$ cat src/rtl/frzg_pkg.sv
package frzg_pkg;
  typedef enum logic [1:0] {
    ST_RUN    = 2'd0,
    ST_DRAIN  = 2'd1,
    ST_FROZEN = 2'd2,
    ST_WAKE   = 2'd3
  } frz_state_t;

  localparam int          CSR_AW     = 4;
  localparam logic [1:0]  W_STATUS   = 2'd0;
  localparam logic [1:0]  W_CTRL     = 2'd1;
  localparam logic [1:0]  W_ERR      = 2'd2;
  localparam logic [1:0]  W_IDENT    = 2'd3;
  localparam logic [31:0] IDENT_WORD = 32'd2;

  localparam logic [2:0]  REQ_FREEZE   = 3'b001;
  localparam logic [2:0]  REQ_RESET    = 3'b010;
  localparam logic [2:0]  REQ_UNFREEZE = 3'b100;

  localparam int ERR_W        = 4;
  localparam int ERR_MULTI    = 0;
  localparam int ERR_FREEZE   = 1;
  localparam int ERR_UNFREEZE = 2;
  localparam int ERR_RESET    = 3;
endpackage

$ cat src/rtl/frzg_fifo.sv
module frzg_fifo #(
  parameter int DW    = 32,
  parameter int DEPTH = 4
) (
  input  logic          clk,
  input  logic          rst,
  input  logic          push,
  input  logic [DW-1:0] push_data,
  input  logic          pop,
  output logic [DW-1:0] head_data,
  output logic          empty,
  output logic          full,
  output logic [$clog2(DEPTH):0] count
);
  localparam int AW = (DEPTH > 1) ? $clog2(DEPTH) : 1;
  localparam logic [AW-1:0] LAST = AW'(DEPTH - 1);
  localparam logic [$clog2(DEPTH):0] CNT_FULL = ($clog2(DEPTH)+1)'(DEPTH);

  logic [DW-1:0] mem [DEPTH];
  logic [AW-1:0] wr_ptr, rd_ptr;
  logic [$clog2(DEPTH):0] cnt_q;

  always_ff @(posedge clk) begin
    if (push) mem[wr_ptr] <= push_data;
  end

  always_ff @(posedge clk) begin
    if (rst) begin
      wr_ptr <= '0;
      rd_ptr <= '0;
      cnt_q  <= '0;
    end else begin
      if (push) wr_ptr <= (wr_ptr == LAST) ? '0 : wr_ptr + 1'b1;
      if (pop)  rd_ptr <= (rd_ptr == LAST) ? '0 : rd_ptr + 1'b1;
      case ({push, pop})
        2'b10:   cnt_q <= cnt_q + 1'b1;
        2'b01:   cnt_q <= cnt_q - 1'b1;
        default: cnt_q <= cnt_q;
      endcase
    end
  end

  assign head_data = mem[rd_ptr];
  assign empty     = (cnt_q == '0);
  assign full      = (cnt_q == CNT_FULL);
  assign count     = cnt_q;

  assert_no_overflow_R3: assert property (@(posedge clk) disable iff (rst)
    push |-> !full);
  assert_no_underflow_R3: assert property (@(posedge clk) disable iff (rst)
    pop |-> !empty);
endmodule

$ cat src/rtl/frzg_fsm.sv
module frzg_fsm
  import frzg_pkg::*;
(
  input  logic             clk,
  input  logic             rst,
  input  logic             ctrl_we,
  input  logic [2:0]       ctrl_wdata,
  input  logic             err_clr,
  input  logic             buf_empty,
  output frz_state_t       state,
  output logic [2:0]       ctrl,
  output logic [ERR_W-1:0] err,
  output logic             region_rst
);
  frz_state_t       state_q, state_d;
  logic [2:0]       ctrl_q, ctrl_d;
  logic [ERR_W-1:0] err_q, err_set;
  logic             rrst_q;

  always_comb begin
    state_d = state_q;
    ctrl_d  = ctrl_q;
    err_set = '0;
    case (state_q)
      ST_DRAIN: if (buf_empty) state_d = ST_FROZEN;
      ST_WAKE:  state_d = ST_RUN;
      default:  state_d = state_q;
    endcase
    if (ctrl_we) begin
      if ($countones(ctrl_wdata) > 1) begin
        err_set[ERR_MULTI] = 1'b1;
      end else begin
        case (ctrl_wdata)
          3'b000: ctrl_d = 3'b000;
          REQ_FREEZE: begin
            if (state_q == ST_RUN) begin
              ctrl_d  = ctrl_wdata;
              state_d = ST_DRAIN;
            end else err_set[ERR_FREEZE] = 1'b1;
          end
          REQ_RESET: begin
            if (state_q == ST_FROZEN) ctrl_d = ctrl_wdata;
            else err_set[ERR_RESET] = 1'b1;
          end
          REQ_UNFREEZE: begin
            if (state_q == ST_FROZEN) begin
              ctrl_d  = ctrl_wdata;
              state_d = ST_WAKE;
            end else err_set[ERR_UNFREEZE] = 1'b1;
          end
          default: ctrl_d = ctrl_q;
        endcase
      end
    end
  end

  always_ff @(posedge clk) begin
    if (rst) begin
      state_q <= ST_RUN;
      ctrl_q  <= '0;
      err_q   <= '0;
      rrst_q  <= 1'b0;
    end else begin
      state_q <= state_d;
      ctrl_q  <= ctrl_d;
      err_q   <= err_clr ? '0 : (err_q | err_set);
      rrst_q  <= ctrl_d[1] && (state_d == ST_FROZEN);
    end
  end

  assign state      = state_q;
  assign ctrl       = ctrl_q;
  assign err        = err_q;
  assign region_rst = rrst_q;

  assert_refused_keeps_state_R8: assert property (@(posedge clk) disable iff (rst)
    (ctrl_we && (err_set != '0) && (state_q == ST_RUN || state_q == ST_FROZEN))
      |=> (state_q == $past(state_q)) && (ctrl_q == $past(ctrl_q)));
  assert_reset_only_frozen_R6: assert property (@(posedge clk) disable iff (rst)
    region_rst |-> (state_q == ST_FROZEN));
  assert_err_sticky_R9: assert property (@(posedge clk) disable iff (rst)
    ((err_q != '0) && !err_clr) |=> (err_q != '0));
  assert_wake_one_cycle_R7: assert property (@(posedge clk) disable iff (rst)
    (state_q == ST_WAKE) |=> (state_q == ST_RUN));
endmodule

$ cat src/rtl/frzg_csr_rd.sv
module frzg_csr_rd
  import frzg_pkg::*;
(
  input  logic             clk,
  input  logic             rst,
  input  logic             ren,
  input  logic [1:0]       word,
  input  logic [1:0]       status,
  input  logic [2:0]       ctrl,
  input  logic [ERR_W-1:0] err,
  output logic [31:0]      rdata
);
  logic [31:0] rdata_q, sel;

  always_comb begin
    case (word)
      W_STATUS: sel = {30'd0, status};
      W_CTRL:   sel = {29'd0, ctrl};
      W_ERR:    sel = {{(32-ERR_W){1'b0}}, err};
      default:  sel = IDENT_WORD;
    endcase
  end

  always_ff @(posedge clk) begin
    if (rst)      rdata_q <= '0;
    else if (ren) rdata_q <= sel;
  end

  assign rdata = rdata_q;
endmodule

$ cat src/rtl/freeze_gate_ctrl.sv
module freeze_gate_ctrl
  import frzg_pkg::*;
#(
  parameter int DW    = 32,
  parameter int DEPTH = 4
) (
  input  logic              clk,
  input  logic              rst,
  input  logic              csr_wen,
  input  logic              csr_ren,
  input  logic [CSR_AW-1:0] csr_addr,
  input  logic [31:0]       csr_wdata,
  output logic [31:0]       csr_rdata,
  input  logic              s_valid,
  input  logic [DW-1:0]     s_data,
  output logic              s_ready,
  output logic              m_valid,
  output logic [DW-1:0]     m_data,
  input  logic              m_ready,
  output logic              region_rst
);
  localparam int CW = $clog2(DEPTH) + 1;

  frz_state_t       state;
  logic [2:0]       ctrl;
  logic [ERR_W-1:0] err;
  logic [1:0]       word, status;
  logic             push, pop, empty, full;
  logic [CW-1:0]    count;
  logic             unused_bits;

  assign word        = csr_addr[3:2];
  assign unused_bits = ^{csr_addr[1:0], csr_wdata[31:3]};

  assign s_ready = (state == ST_RUN) && !full;
  assign m_valid = !empty && (state == ST_RUN || state == ST_DRAIN);
  assign push    = s_valid && s_ready;
  assign pop     = m_valid && m_ready;
  assign status  = {state == ST_RUN, state == ST_FROZEN};

  frzg_fifo #(.DW(DW), .DEPTH(DEPTH)) u_buf (
    .clk(clk), .rst(rst), .push(push), .push_data(s_data), .pop(pop),
    .head_data(m_data), .empty(empty), .full(full), .count(count)
  );

  frzg_fsm u_fsm (
    .clk(clk), .rst(rst),
    .ctrl_we(csr_wen && word == W_CTRL), .ctrl_wdata(csr_wdata[2:0]),
    .err_clr(csr_wen && word == W_ERR && csr_wdata[0]),
    .buf_empty(empty), .state(state), .ctrl(ctrl), .err(err),
    .region_rst(region_rst)
  );

  frzg_csr_rd u_rd (
    .clk(clk), .rst(rst), .ren(csr_ren), .word(word), .status(status),
    .ctrl(ctrl), .err(err), .rdata(csr_rdata)
  );

  assert_frozen_quiet_R4: assert property (@(posedge clk) disable iff (rst)
    (state == ST_FROZEN) |-> (count == '0) && !m_valid);
  assert_no_growth_R4: assert property (@(posedge clk) disable iff (rst)
    (state != ST_RUN) |=> (count <= $past(count)));
  assert_status_exclusive_R5: assert property (@(posedge clk) disable iff (rst)
    $countones(status) <= 1);
endmodule

$ cat config.mk
export PLATFORM = sky130hd
export DESIGN_NAME = freeze_gate_ctrl
export DESIGN_NICKNAME = d
export VERILOG_FILES = /design/src/rtl/frzg_pkg.sv /design/src/rtl/frzg_fifo.sv /design/src/rtl/frzg_fsm.sv /design/src/rtl/frzg_csr_rd.sv /design/src/rtl/freeze_gate_ctrl.sv
export SDC_FILE = /design/constraint.sdc
export NUM_CORES = 1
export LEC_CHECK = 0
export ABC_AREA = 1
export ABC_CLOCK_PERIOD_IN_PS = 5800
export BUFFER_PORTS_ARGS = -buffer_cell sky130_fd_sc_hd__buf_2
export CAP_MARGIN = 5
export CORE_MARGIN = 2
export CORE_UTILIZATION = 55
export DETAILED_ROUTE_END_ITERATION = 10
export HOLD_SLACK_MARGIN = 0.12
export MAX_ROUTING_LAYER = met4
export PLACE_DENSITY = 0.92
export SYNTH_ARGS = -nofsm -noshare
export SYNTH_HDL_FRONTEND = slang
export SYNTH_SLANG_ARGS = --single-unit
export TNS_END_PERCENT = 30
$ cat constraint.sdc
create_clock -name clk -period 5.8 [get_ports clk]
set_input_delay 1.16 -clock clk [delete_from_list [all_inputs] [get_ports clk]]
set_output_delay 1.16 -clock clk [all_outputs]
set_load 0.01 [all_outputs]
==> metrics.md, run 1 <==
| Metric | Value |
|---|---|
| Remaining routing DRC violations | `0` |
| First-iteration detailed-routing DRC count | `between 400 and 500` |
| Final-report max-slew violation count | `0` |
| Layout fillers | `around 740` |
| Largest area contributor in the synthesized netlist | `sky130_fd_sc_hd__edfxtp_1` |
| Die area | `around 0.012 mm^2` |
| Internal portion of total power | `around 0.0021 W` |
| Global-route wire length before repair | `19.8 mm` |
| CTS HTree Levels | `4` |
| Buffers on Ports | `81` |
| Fraction of power consumed by the clock network | `0.340` |
| Commonest register cell after synthesis | `sky130_fd_sc_hd__edfxtp_1` |
| Maximum operating frequency | `about 0.24 GHz` |
| Required time of the worst setup path | `~4600 ps` |
| Via count of the first global-routing pass | `3,976` |
| Placement Setup Slack | `between 2000 and 2500 ps` |
| Antenna Nets Post-Route | `0` |
| Class of the most critical hold timing path | `register to register` |
| Routability congestion estimate | `between 0.8 and 0.9` |
| Shortest period the worst path allows | `approximately 4200 ps` |
| Part of the total power dissipated in combinational logic | `0.207` |
| Post-DP HPWL | `just under 8 mm` |
| Synth warn | `0` |
| Clock sink count | `roughly 150` |
| Total global routing overflow | `0` |
| CTS tree | `yes` |
| Final Hold Vio Count | `0` |
| Worst setup EP type | `primary output` |
| I/O pin count | `between 100 and 150` |
| Floorplan row count | `38` |
| Maximum buffer depth of the clock tree | `2` |
| Cell area after synthesis | `around 0.0062 mm^2` |
| CTS clock-pin slew for the worst setup and hold paths | `60 ps` |
| Share of post-route cells with drive strength above 1 | `0.208` |
| Syn_area_per_cell | `around 12 um^2` |
| Routed WL per cell | `17.6 um` |
| Count of vias placed by the detailed router | `roughly 4,200` |
| Sequential Power Share | `0.453` |
| Top cells by instance count after synthesis | `sky130_fd_sc_hd__edfxtp_1, sky130_fd_sc_hd__nor2_1, sky130_fd_sc_hd__o21ai_0` |
| Initial Util | `0.568` |
| Total CTS buffers | `17` |
| Arrival @ worst endpoint | `slightly above 3000 ps` |
| Register bit total from synthesis | `roughly 150` |
| PnR worst setup slack | `~1600 ps` |
| Final setup skew | `approximately 8.6 ps` |
| Post-CTS Hold Fix Bufs | `0` |
| Post-synth top area share | `0.621` |
| Post-CTS setup buffer count | `0` |
| Gate Count Post-Synth | `between 500 and 600` |
| Headroom to the max-slew limit | `0.248` |
| Clock Tree Root | `sky130_fd_sc_hd__clkbuf_8` |
| Total Wirelength | `between 10 and 15 mm` |
| Total Neg Setup Slack | `0 ps` |
| Biggest fanout along the worst timing path | `65` |
| Die outline width | `about 110 um` |
| Post-synthesis async set-or-reset flop share | `0` |
| Critical path startpoint category | `register` |
| Number of enable-type register cells in the synthesized netlist | `128` |
| Result of the run | `complete, no violations` |
| Leading cell type by number of instances after synthesis | `sky130_fd_sc_hd__edfxtp_1` |
| Antenna violations before repair | `1` |
| Cell leakage power | `approximately 2.8 nW` |
| Top post-synthesis cells by area | `sky130_fd_sc_hd__edfxtp_1, sky130_fd_sc_hd__dfxtp_1, sky130_fd_sc_hd__o21ai_0` |
| Pin count of the biggest net entering global routing | `66` |
| Unrepaired setup endpoints after global routing | `false` |
| Fraction of the cycle the final worst path needs | `0.725` |
| Area of the core | `roughly 0.011 mm^2` |
| Layout Area Growth over Synthesis | `16.1%` |
| Max VDD drop | `about 230 uV` |
| Switching Share | `0.301` |
| Total power divided by cell area | `around 420 mW/mm^2` |
| Vias per Instance | `~5.5` |
| Part of the Yosys area used for sequential elements | `0.696` |
| Worst setup path class | `register to primary output` |
| Slew at the pin closest to its max-slew limit | `approximately 1100 ps` |
| Overall routing resource usage | `0.230` |
| Net count of the finished layout | `just under 700` |
| Final setup vio count | `0` |
| Number of iterations in the first detailed-routing pass | `7` |
| Number of maximum-capacitance constraint violations | `0` |
| Reported net switching power | `around 0.00091 W` |
| Distinct cells, synth | `28` |
| Clock latency on the worst-skew pair | `~530 ps` |
| Number of resized instances in the post-cts repair step | `0` |
| Height of the die | `110 um` |
==> path summary, 6_finish.rpt <==
| check | cells past startpoint | startpoint | end | slack, ps |
|---|---|---|---|---|
| setup reg to reg | 11 | u_fsm.state[1] | u_buf.count[2] | 3630 |
| hold / removal | 2 | u_fsm.err[3] | u_fsm.err[3] | 450 |
| setup / recovery | 4 | register | m_data[27] | 1590 |
| hold reg to reg | 2 | u_fsm.err[3] | u_fsm.err[3] | 450 |
==> cell families (layout without fill, tap and decap cells) <==
kind of cell | count (synthesis) | after routing | share of synthesized area
buffers and inverters | 84 | 150 | 0.0702
other | 1 | 29 | 0.000606
AO/OA/AOI/OAI | 130 | 130 | 0.115
flip-flops | 151 | 151 | 0.696
AND/OR/NAND/NOR | 145 | 145 | 0.0945
adder cells (fa/ha/maj) | 11 | 11 | 0.0235
==> state kept, by name, summed over array words and instances, names as in the netlist, named ones only <==
name and cells:
u_buf.count 3, u_buf.mem 128, u_buf.rd_ptr 2, u_buf.wr_ptr 2
u_fsm.ctrl 3, u_fsm.err 4, u_fsm.region_rst 1, u_fsm.state 2
u_rd.rdata 4
==> cell type report <==
| type | instances | area, um^2 | area share |
|---|---|---|---|
| Timing Repair Buffer | 82 | 413 | 0.0575 |
| Inverter | 36 | 135 | 0.0188 |
| Multi-Input combinational cell | 314 | 1580 | 0.220 |
| Clock buffer | 23 | 510 | 0.0711 |
| Clock inverter | 9 | 58.8 | 0.00819 |
| Sequential cell | 151 | 4310 | 0.600 |
| Antenna cell | 1 | 2.50 | 0.000349 |
| Tap cell | 140 | 175 | 0.0244 |
==> power by group through the flow <==
| stage | Combinational, W | Clock [W] | Sequential, W |
|---|---|---|---|
| 3_5_place_dp | 0.000622 | 0 | 0.00139 |
| 5_1_grt | 0.000698 | 0.00109 | 0.00138 |
| 2_1_floorplan | 0.000432 | 0 | 0.00134 |
| 4_1_cts | 0.000629 | 0.00104 | 0.00137 |
| 6_report | 0.000626 | 0.00103 | 0.00137 |
| 3_3_place_gp | 0.000590 | 0 | 0.00138 |
==> through the flow <==
| step | util | power [W] | area (um^2) | std cells | hold slack (ps) |
|---|---|---|---|---|---|
| after floorplan | - | 0.00177 | 6290 | 549 | 430 |
| after global placement | 0.607 | 0.00197 | 6610 | 723 | 444 |
| after detailed placement | 0.607 | 0.00201 | 6610 | 723 | 443 |
| after CTS | 0.659 | 0.00304 | 7180 | 755 | 453 |
| after global routing | 0.659 | 0.00316 | 7180 | 756 | 483 |
| final | 0.659 | 0.00303 | 7180 | 756 | 455 |
==> worst max-delay path, cell delays in order, from the launching register on <==
cell,delay [ps]
sky130_fd_sc_hd__dfxtp_2,1060
sky130_fd_sc_hd__inv_2,710
sky130_fd_sc_hd__o21ai_0,400
sky130_fd_sc_hd__o22ai_1,120
sky130_fd_sc_hd__buf_2,160
==> layer usage <==
metal	global-route usage	up-vias	wire, um
met5	-	-	0
met4	0.0877	0	244
met3	0.0711	26	1050
met2	0.399	185	6940
met1	0.248	2008	5040
li1	-	1956	-
==> cell usage in the layout (no fill, tap or decap), types with 2 or more instances in the layout <==
| cell type | instances |
|---|---|
| sky130_fd_sc_hd__nand2_2 | 2 |
| sky130_fd_sc_hd__clkinv_2 | 4 |
| sky130_fd_sc_hd__inv_2 | 3 |
| sky130_fd_sc_hd__nand2_1 | 39 |
| sky130_fd_sc_hd__o21ai_1 | 4 |
| sky130_fd_sc_hd__inv_4 | 2 |
| sky130_fd_sc_hd__buf_2 | 81 |
| sky130_fd_sc_hd__o22ai_1 | 32 |
| sky130_fd_sc_hd__nor2_1 | 84 |
| sky130_fd_sc_hd__clkbuf_1 | 2 |
| sky130_fd_sc_hd__dfxtp_1 | 22 |
| sky130_fd_sc_hd__o21ai_0 | 73 |
| sky130_fd_sc_hd__inv_1 | 33 |
| sky130_fd_sc_hd__a21oi_2 | 3 |
| sky130_fd_sc_hd__nor2_4 | 5 |
| sky130_fd_sc_hd__ha_1 | 10 |
| sky130_fd_sc_hd__a21oi_1 | 14 |
| sky130_fd_sc_hd__edfxtp_1 | 128 |
| sky130_fd_sc_hd__nand3_1 | 11 |
| sky130_fd_sc_hd__clkbuf_8 | 2 |
| sky130_fd_sc_hd__conb_1 | 28 |
| sky130_fd_sc_hd__clkbuf_16 | 19 |
| sky130_fd_sc_hd__clkinv_4 | 2 |
(Power assumes the default switching activity.)
==> run 2, diff against run 1 <==
--- a/config.mk
+++ b/config.mk
@@ -6,15 +6,15 @@
 export NUM_CORES = 1
 export LEC_CHECK = 0
 export ABC_AREA = 1
-export ABC_CLOCK_PERIOD_IN_PS = 5800
+export ABC_CLOCK_PERIOD_IN_PS = 4019
 export BUFFER_PORTS_ARGS = -buffer_cell sky130_fd_sc_hd__buf_2
 export CAP_MARGIN = 5
 export CORE_MARGIN = 2
-export CORE_UTILIZATION = 55
+export CORE_UTILIZATION = 54
 export DETAILED_ROUTE_END_ITERATION = 10
 export HOLD_SLACK_MARGIN = 0.12
 export MAX_ROUTING_LAYER = met4
-export PLACE_DENSITY = 0.92
+export PLACE_DENSITY = 0.91
 export SYNTH_ARGS = -nofsm -noshare
 export SYNTH_HDL_FRONTEND = slang
 export SYNTH_SLANG_ARGS = --single-unit
==> constraint.sdc (replaced) <==
create_clock -name clk -period 4.02 [get_ports clk]
set_input_delay 0.804 -clock clk [delete_from_list [all_inputs] [get_ports clk]]
set_output_delay 0.804 -clock clk [all_outputs]
set_load 0.01 [all_outputs]
==> run 2 against run 1 <==
  * Routed wire length shrank 8.8%
  * Clock skew grew 3.3 ps
  * Register-to-register slack lost 1800 ps
  * Final cell count grew 0.26%
  * Sequential cell count is the same
  * Clock power grew 46%
  * Largest cell class unchanged
==> metrics.md, run 2 (synthesized netlist as in run 1, its figures left out) <==
| Metric | Value |
|---|---|
| Die outline width | `111 um (was 110 um)` |
| Top Family by Delay on Critical Path | `buffers and inverters (was flip-flops)` |
| Commonest non-fill, non-tap cell in the layout | `sky130_fd_sc_hd__edfxtp_1 (unchanged)` |
| Clock Tree Root | `sky130_fd_sc_hd__clkbuf_16 (was sky130_fd_sc_hd__clkbuf_8)` |
| CTS tree | `yes (unchanged)` |
| Global-route wire length before repair | `19.2 mm (was 19.8 mm)` |
| Remaining routing DRC violations | `0 (unchanged)` |
| Number of maximum-capacitance constraint violations | `0 (unchanged)` |
| Class of the most critical hold timing path | `register to register (unchanged)` |
| Biggest fanout along the worst timing path | `33 (was 65)` |
| Cell-by-cell trace of the critical path | `buf_4, inv_1, o21ai_0, o22ai_1, buf_2 (was inv_2, o21ai_0, o22ai_1, buf_2)` |
| Total power divided by cell area | `607 mW/mm^2 (was 422 mW/mm^2)` |
| Total CTS buffers | `17 (unchanged)` |
| Share of post-route cells with drive strength above 1 | `0.211 (was 0.208)` |
| Final setup skew | `11.9 ps (was 8.57 ps)` |
| Antenna Nets Post-Route | `0 (unchanged)` |
| Max VDD drop | `370 uV (was 226 uV)` |
| Ant diodes | `0 (was 1)` |
| Final setup vio count | `0 (unchanged)` |
| Die area | `0.0123 mm^2 (was 0.0121 mm^2)` |
| CTS HTree Levels | `4 (unchanged)` |
| Shortest period the worst path allows | `3180 ps` |
| Layout Area Growth over Synthesis | `16.2% (was 16.1%)` |
| Unrepaired setup endpoints after global routing | `false (unchanged)` |
| Total global routing overflow | `0 (unchanged)` |
| Commonest cells after routing, fill and taps aside | `sky130_fd_sc_hd__edfxtp_1, sky130_fd_sc_hd__nor2_1, sky130_fd_sc_hd__buf_2, sky130_fd_sc_hd__o21ai_0, sky130_fd_sc_hd__nand2_1 (unchanged)` |
| Critical path startpoint category | `register (unchanged)` |
| Count of vias placed by the detailed router | `4,122 (was 4,175)` |
| Initial Util | `0.546 (was 0.568)` |
| Slew at the pin closest to its max-slew limit | `1020 ps (was 1130 ps)` |
| Register with the most flip-flops | `u_buf.mem (unchanged)` |
| Number of buffers and inverters on the critical path | `3 (was 2)` |
| Result of the run | `complete, no violations (unchanged)` |
| PnR worst setup slack | `836 ps (was 1590 ps)` |
| Via count of the first global-routing pass | `4,031 (was 3,976)` |
| Final Hold Vio Count | `0 (unchanged)` |
| Buffers on Ports | `81 (unchanged)` |
| Placed cell count | `727 (was 723)` |
| Headroom to the max-slew limit | `0.316 (was 0.248)` |
| Final-report max-slew violation count | `0 (unchanged)` |
| Post-DP HPWL | `7.57 mm (was 7.90 mm)` |
| Antenna violations before repair | `0 (was 1)` |
| Post-CTS setup buffer count | `0 (unchanged)` |
| First-iteration detailed-routing DRC count | `276 (was 419)` |
| Clock sink count | `151 (unchanged)` |
| Number of flip-flops under the largest register name | `128 (unchanged)` |
| Pin count of the biggest net entering global routing | `65 (was 66)` |
| Number of iterations in the first detailed-routing pass | `4 (was 7)` |
| Worst setup path class | `register to primary output (unchanged)` |
| Height of the die | `111 um (was 110 um)` |
| Arrival @ worst endpoint | `2380 ps (was 3050 ps)` |
| Slowest cell delay on critical path | `770 ps (was 1060 ps)` |
| Total Wirelength | `12.1 mm (was 13.3 mm)` |
| Post-CTS Hold Fix Bufs | `0 (unchanged)` |
| Clock latency on the worst-skew pair | `410 ps (was 530 ps)` |
| Final cell count without fillers | `758 (was 756)` |
| Area of the core | `0.0113 mm^2 (was 0.0109 mm^2)` |
| Overall routing resource usage | `0.206 (was 0.230)` |
| Worst setup EP type | `primary output (unchanged)` |
| Net count of the finished layout | `688 (was 687)` |
| Floorplan row count | `39 (was 38)` |
| Fraction of the cycle the final worst path needs | `0.792` |
| Cell leakage power | `2.74 nW (was 2.76 nW)` |
| Highest-delay cell along the critical path | `sky130_fd_sc_hd__inv_1 (was sky130_fd_sc_hd__dfxtp_2)` |
| Routability congestion estimate | `0.843 (was 0.871)` |
| Total Neg Setup Slack | `0 ps (unchanged)` |
| Required time of the worst setup path | `3220 ps (was 4640 ps)` |
| Number of resized instances in the post-cts repair step | `0 (unchanged)` |
| Routed WL per cell | `16.0 um (was 17.6 um)` |
| I/O pin count | `141 (unchanged)` |
| Maximum buffer depth of the clock tree | `2 (unchanged)` |
| Maximum operating frequency | `between 0.3 and 0.4 GHz` |
| CTS clock-pin slew for the worst setup and hold paths | `60 ps (about the same)` |
| Placement Setup Slack | `1280 ps (was 2150 ps)` |
| Vias per Instance | `5.44 (was 5.52)` |
[run 2: cell types whose count changed in the layout (fill, tap and decap cells not counted), sizes merged]
cell / previous run / this run
buf: 82 / 83
inv: 39 / 42
diode: 1 / 0
clkinvlp: 0 / 5
clkbuf: 23 / 17
clkinv: 6 / 2
bufinv: 0 / 1
[run 2: worst min-delay path, cell delays in order, from the launching register on]
cell and delay [ps]:
sky130_fd_sc_hd__dfxtp_1 310, sky130_fd_sc_hd__inv_1 50, sky130_fd_sc_hd__a21oi_1 50
[run 2: layer usage]
| metal | wire length, um | share of wire | vias to the layer above | track usage |
|---|---|---|---|---|
| met5 | 0 | 0 | - | - |
| met4 | 227 | 0.019 | 0 | 0.0634 |
| met3 | 812 | 0.067 | 24 | 0.0651 |
| met2 | 6430 | 0.53 | 157 | 0.361 |
| met1 | 4650 | 0.38 | 1988 | 0.224 |
| li1 | - | - | 1953 | - |
[run 2: cell type report]
type | instances | area, um^2
repair buffers | 83 | 420
clock buffers | 17 | 425
fillers | 821 | 4140
clock inverters | 14 | 143
multi-input cells | 314 | 1580
flip-flops and latches | 151 | 4310
well taps | 143 | 179
inverters | 36 | 135
[run 2: power by group]
part	leakage (nW)	internal (W)	switching, W
Combinational	1.11	0.000301	0.000650
Clock	0.263	0.000865	0.000634
Sequential	1.36	0.00186	0.0000441
Total	2.74	0.00303	0.00133
[run 2: metrics by stage]
step | util | cell area (um^2) | power (W) | hold slack [ps]
global route | 0.635 | 7190 | 0.00457 | 479
floorplan | - | 6290 | 0.00256 | 430
global placement | 0.585 | 6620 | 0.00284 | 444
finish | 0.635 | 7190 | 0.00436 | 457
CTS | 0.635 | 7190 | 0.00438 | 454
detailed placement | 0.585 | 6620 | 0.00290 | 445
[run 2: path summary, 6_finish.rpt]
check / startpoint / endpoint / slack [ps] / depth (start not counted)
max: register / m_data[6] / 840 / 5
min: u_fsm.err[3] / u_fsm.err[3] / 460 / 2
max reg2reg: u_fsm.state[1] / u_buf.mem[3][6] / 1870 / 5
min reg2reg: u_fsm.err[3] / u_fsm.err[3] / 460 / 2
==> run 3, diff against run 2 <==
--- a/config.mk
+++ b/config.mk
@@ -6,7 +6,7 @@
 export NUM_CORES = 1
 export LEC_CHECK = 0
 export ABC_AREA = 1
-export ABC_CLOCK_PERIOD_IN_PS = 4019
+export ABC_CLOCK_PERIOD_IN_PS = 3200
 export BUFFER_PORTS_ARGS = -buffer_cell sky130_fd_sc_hd__buf_2
 export CAP_MARGIN = 5
 export CORE_MARGIN = 2
==> constraint.sdc (replaced) <==
create_clock -name clk -period 3.2 [get_ports clk]
set_input_delay 0.64 -clock clk [delete_from_list [all_inputs] [get_ports clk]]
set_output_delay 0.64 -clock clk [all_outputs]
set_load 0.01 [all_outputs]
==> run 3 against run 2 <==
  * Power is 27% higher
  * Highest routed layer unchanged
  * Critical path type unchanged
  * Register-to-register slack lost 820 ps
  * Utilization rose by 0.62 points
  * Count of clock-buffer cells in the layout unchanged
  * Via count increased by 0.97%
  * Critical endpoint is now m_data[9]
==> metrics.md, run 3 (synthesized netlist as in run 1, its figures left out) <==
| Metric | Value |
|---|---|
| CTS tree | `yes (unchanged)` |
| Number of flip-flops under the largest register name | `128 (unchanged)` |
| Total global routing overflow | `0 (unchanged)` |
| Result of the run | `complete, no violations (unchanged)` |
| Die outline width | `111 um (unchanged)` |
| Ant diodes | `0 (unchanged)` |
| Via count of the first global-routing pass | `4,029 (was 4,031)` |
| I/O pin count | `141 (unchanged)` |
| Final-report max-slew violation count | `0 (unchanged)` |
| Placed cell count | `735 (was 727)` |
| Max VDD drop | `435 uV (was 370 uV)` |
| Placement Setup Slack | `899 ps (was 1280 ps)` |
| Floorplan row count | `39 (unchanged)` |
| Antenna violations before repair | `0 (unchanged)` |
| Net count of the finished layout | `696 (was 688)` |
| Commonest non-fill, non-tap cell in the layout | `sky130_fd_sc_hd__edfxtp_1 (unchanged)` |
| CTS clock-pin slew for the worst setup and hold paths | `60 ps (about the same)` |
| Buffers on Ports | `81 (unchanged)` |
| Initial Util | `0.546 (unchanged)` |
| CTS HTree Levels | `4 (unchanged)` |
| Count of vias placed by the detailed router | `4,162 (was 4,122)` |
| Top Family by Delay on Critical Path | `buffers and inverters (unchanged)` |
| Layout Area Growth over Synthesis | `17.3% (was 16.2%)` |
| Class of the most critical hold timing path | `input port to register (was register to register)` |
| Remaining routing DRC violations | `0 (unchanged)` |
| Number of iterations in the first detailed-routing pass | `4 (unchanged)` |
| Die area | `0.0123 mm^2 (unchanged)` |
| Worst setup path class | `register to primary output (unchanged)` |
| Total Neg Setup Slack | `0 ps (unchanged)` |
| Slew at the pin closest to its max-slew limit | `1040 ps (was 1020 ps)` |
| Final Hold Vio Count | `0 (unchanged)` |
| Biggest fanout along the worst timing path | `64 (was 33)` |
| Final setup skew | `9.88 ps (was 11.9 ps)` |
| Vias per Instance | `5.43 (was 5.44)` |
| Required time of the worst setup path | `2560 ps (was 3220 ps)` |
| Area of the core | `0.0113 mm^2 (unchanged)` |
| Fraction of the cycle the final worst path needs | `0.855` |
| Post-DP HPWL | `7.56 mm (was 7.57 mm)` |
| Total power after layout | `0.00552 W (was 0.00436 W)` |
| Total CTS buffers | `17 (unchanged)` |
| Routability congestion estimate | `0.893 (was 0.843)` |
| Number of buffers and inverters on the critical path | `2 (was 3)` |
| Cell leakage power | `2.79 nW (was 2.74 nW)` |
| Pin count of the biggest net entering global routing | `65 (unchanged)` |
| Final cell count without fillers | `767 (was 758)` |
| Maximum buffer depth of the clock tree | `2 (unchanged)` |
| Overall routing resource usage | `0.210 (was 0.206)` |
| Total Wirelength | `12.2 mm (was 12.1 mm)` |
| Worst setup EP type | `primary output (unchanged)` |
| Post-CTS setup buffer count | `0 (unchanged)` |
| Global-route wire length before repair | `19.3 mm (was 19.2 mm)` |
| Slowest cell delay on critical path | `720 ps (was 770 ps)` |
| Routed WL per cell | `15.8 um (was 16.0 um)` |
| Shortest period the worst path allows | `approximately 2700 ps` |
| Maximum operating frequency | `0.365 GHz` |
| Post-CTS Hold Fix Bufs | `0 (unchanged)` |
| Critical path startpoint category | `register (unchanged)` |
| Arrival @ worst endpoint | `2100 ps (was 2380 ps)` |
| Clock sink count | `151 (unchanged)` |
| Final setup vio count | `0 (unchanged)` |
| Unrepaired setup endpoints after global routing | `false (unchanged)` |
| Cell-by-cell trace of the critical path | `inv_2, o21ai_0, o22ai_1, buf_2 (was buf_4, inv_1, o21ai_0, o22ai_1, buf_2)` |
| Total power divided by cell area | `761 mW/mm^2 (was 607 mW/mm^2)` |
| PnR worst setup slack | `463 ps (was 836 ps)` |
| Clock latency on the worst-skew pair | `420 ps (was 410 ps)` |
| Number of resized instances in the post-cts repair step | `0 (unchanged)` |
| Placed cell area | `0.00668 mm^2 (was 0.00662 mm^2)` |
| Clock Tree Root | `sky130_fd_sc_hd__clkbuf_16 (unchanged)` |
| Commonest cells after routing, fill and taps aside | `sky130_fd_sc_hd__edfxtp_1, sky130_fd_sc_hd__nor2_1, sky130_fd_sc_hd__buf_2, sky130_fd_sc_hd__o21ai_0, sky130_fd_sc_hd__nand2_1 (unchanged)` |
| Antenna Nets Post-Route | `0 (unchanged)` |
| Highest-delay cell along the critical path | `sky130_fd_sc_hd__inv_2 (was sky130_fd_sc_hd__inv_1)` |
| Post-route cell area | `0.00726 mm^2 (was 0.00719 mm^2)` |
| Height of the die | `111 um (unchanged)` |
| First-iteration detailed-routing DRC count | `301 (was 276)` |
| Share of post-route cells with drive strength above 1 | `0.216 (was 0.211)` |
| Register with the most flip-flops | `u_buf.mem (unchanged)` |
| Number of maximum-capacitance constraint violations | `0 (unchanged)` |
| Headroom to the max-slew limit | `0.308 (was 0.316)` |
[run 3: power by group]
part,internal [W],leakage (nW),switching [W]
combinational,0.000396,1.16,0.000821
sequential,0.00234,1.36,0.0000540
clock,0.00115,0.272,0.000765
[run 3: through the flow]
step,utilization,hold slack [ps]
3_5_place_dp,0.590,444
6_report,0.641,438
3_3_place_gp,0.590,444
5_1_grt,0.641,420
2_1_floorplan,-,430
4_1_cts,0.641,418
[run 3: worst paths after layout]
check                               startpoint  slack [ps]  cells past startpoint          endpoint
worst min register to register    u_fsm.err[3]         450                      2      u_fsm.err[3]
worst max register to register  u_fsm.state[0]        1050                     11    u_buf.count[2]
worst max-delay path                  register         460                      4         m_data[9]
worst min-delay path                s_data[10]         440                      1  u_buf.mem[3][10]
[run 3: cell type report]
cell class,count,area (um^2)
Sequential cell,151,4310
Clock inverter,15,153
Fill cell,807,4070
Clock buffer,17,425
Tap cell,143,179
Inverter,36,135
Timing Repair Buffer,91,480
Multi-Input combinational cell,314,1580
[run 3: routing by layer]
layer,wire length (um),track usage,vias up,share of wire
li1,-,-,1973,-
met1,4940,0.240,1996,0.41
met2,6270,0.353,171,0.52
met3,732,0.0541,22,0.060
met4,210,0.0938,0,0.017
met5,0,-,-,0
[run 3: worst register-to-register path, cell delays in order (launching register included)]
cell and delay [ps]:
sky130_fd_sc_hd__dfxtp_1 400, sky130_fd_sc_hd__inv_1 90, sky130_fd_sc_hd__nand2_1 110, sky130_fd_sc_hd__a21oi_2 50
sky130_fd_sc_hd__nand2_2 260, sky130_fd_sc_hd__ha_1 200, sky130_fd_sc_hd__inv_1 70, sky130_fd_sc_hd__fa_1 390
sky130_fd_sc_hd__a21oi_1 140, sky130_fd_sc_hd__o21ai_0 110, sky130_fd_sc_hd__o21ai_0 160, sky130_fd_sc_hd__a21oi_1 60
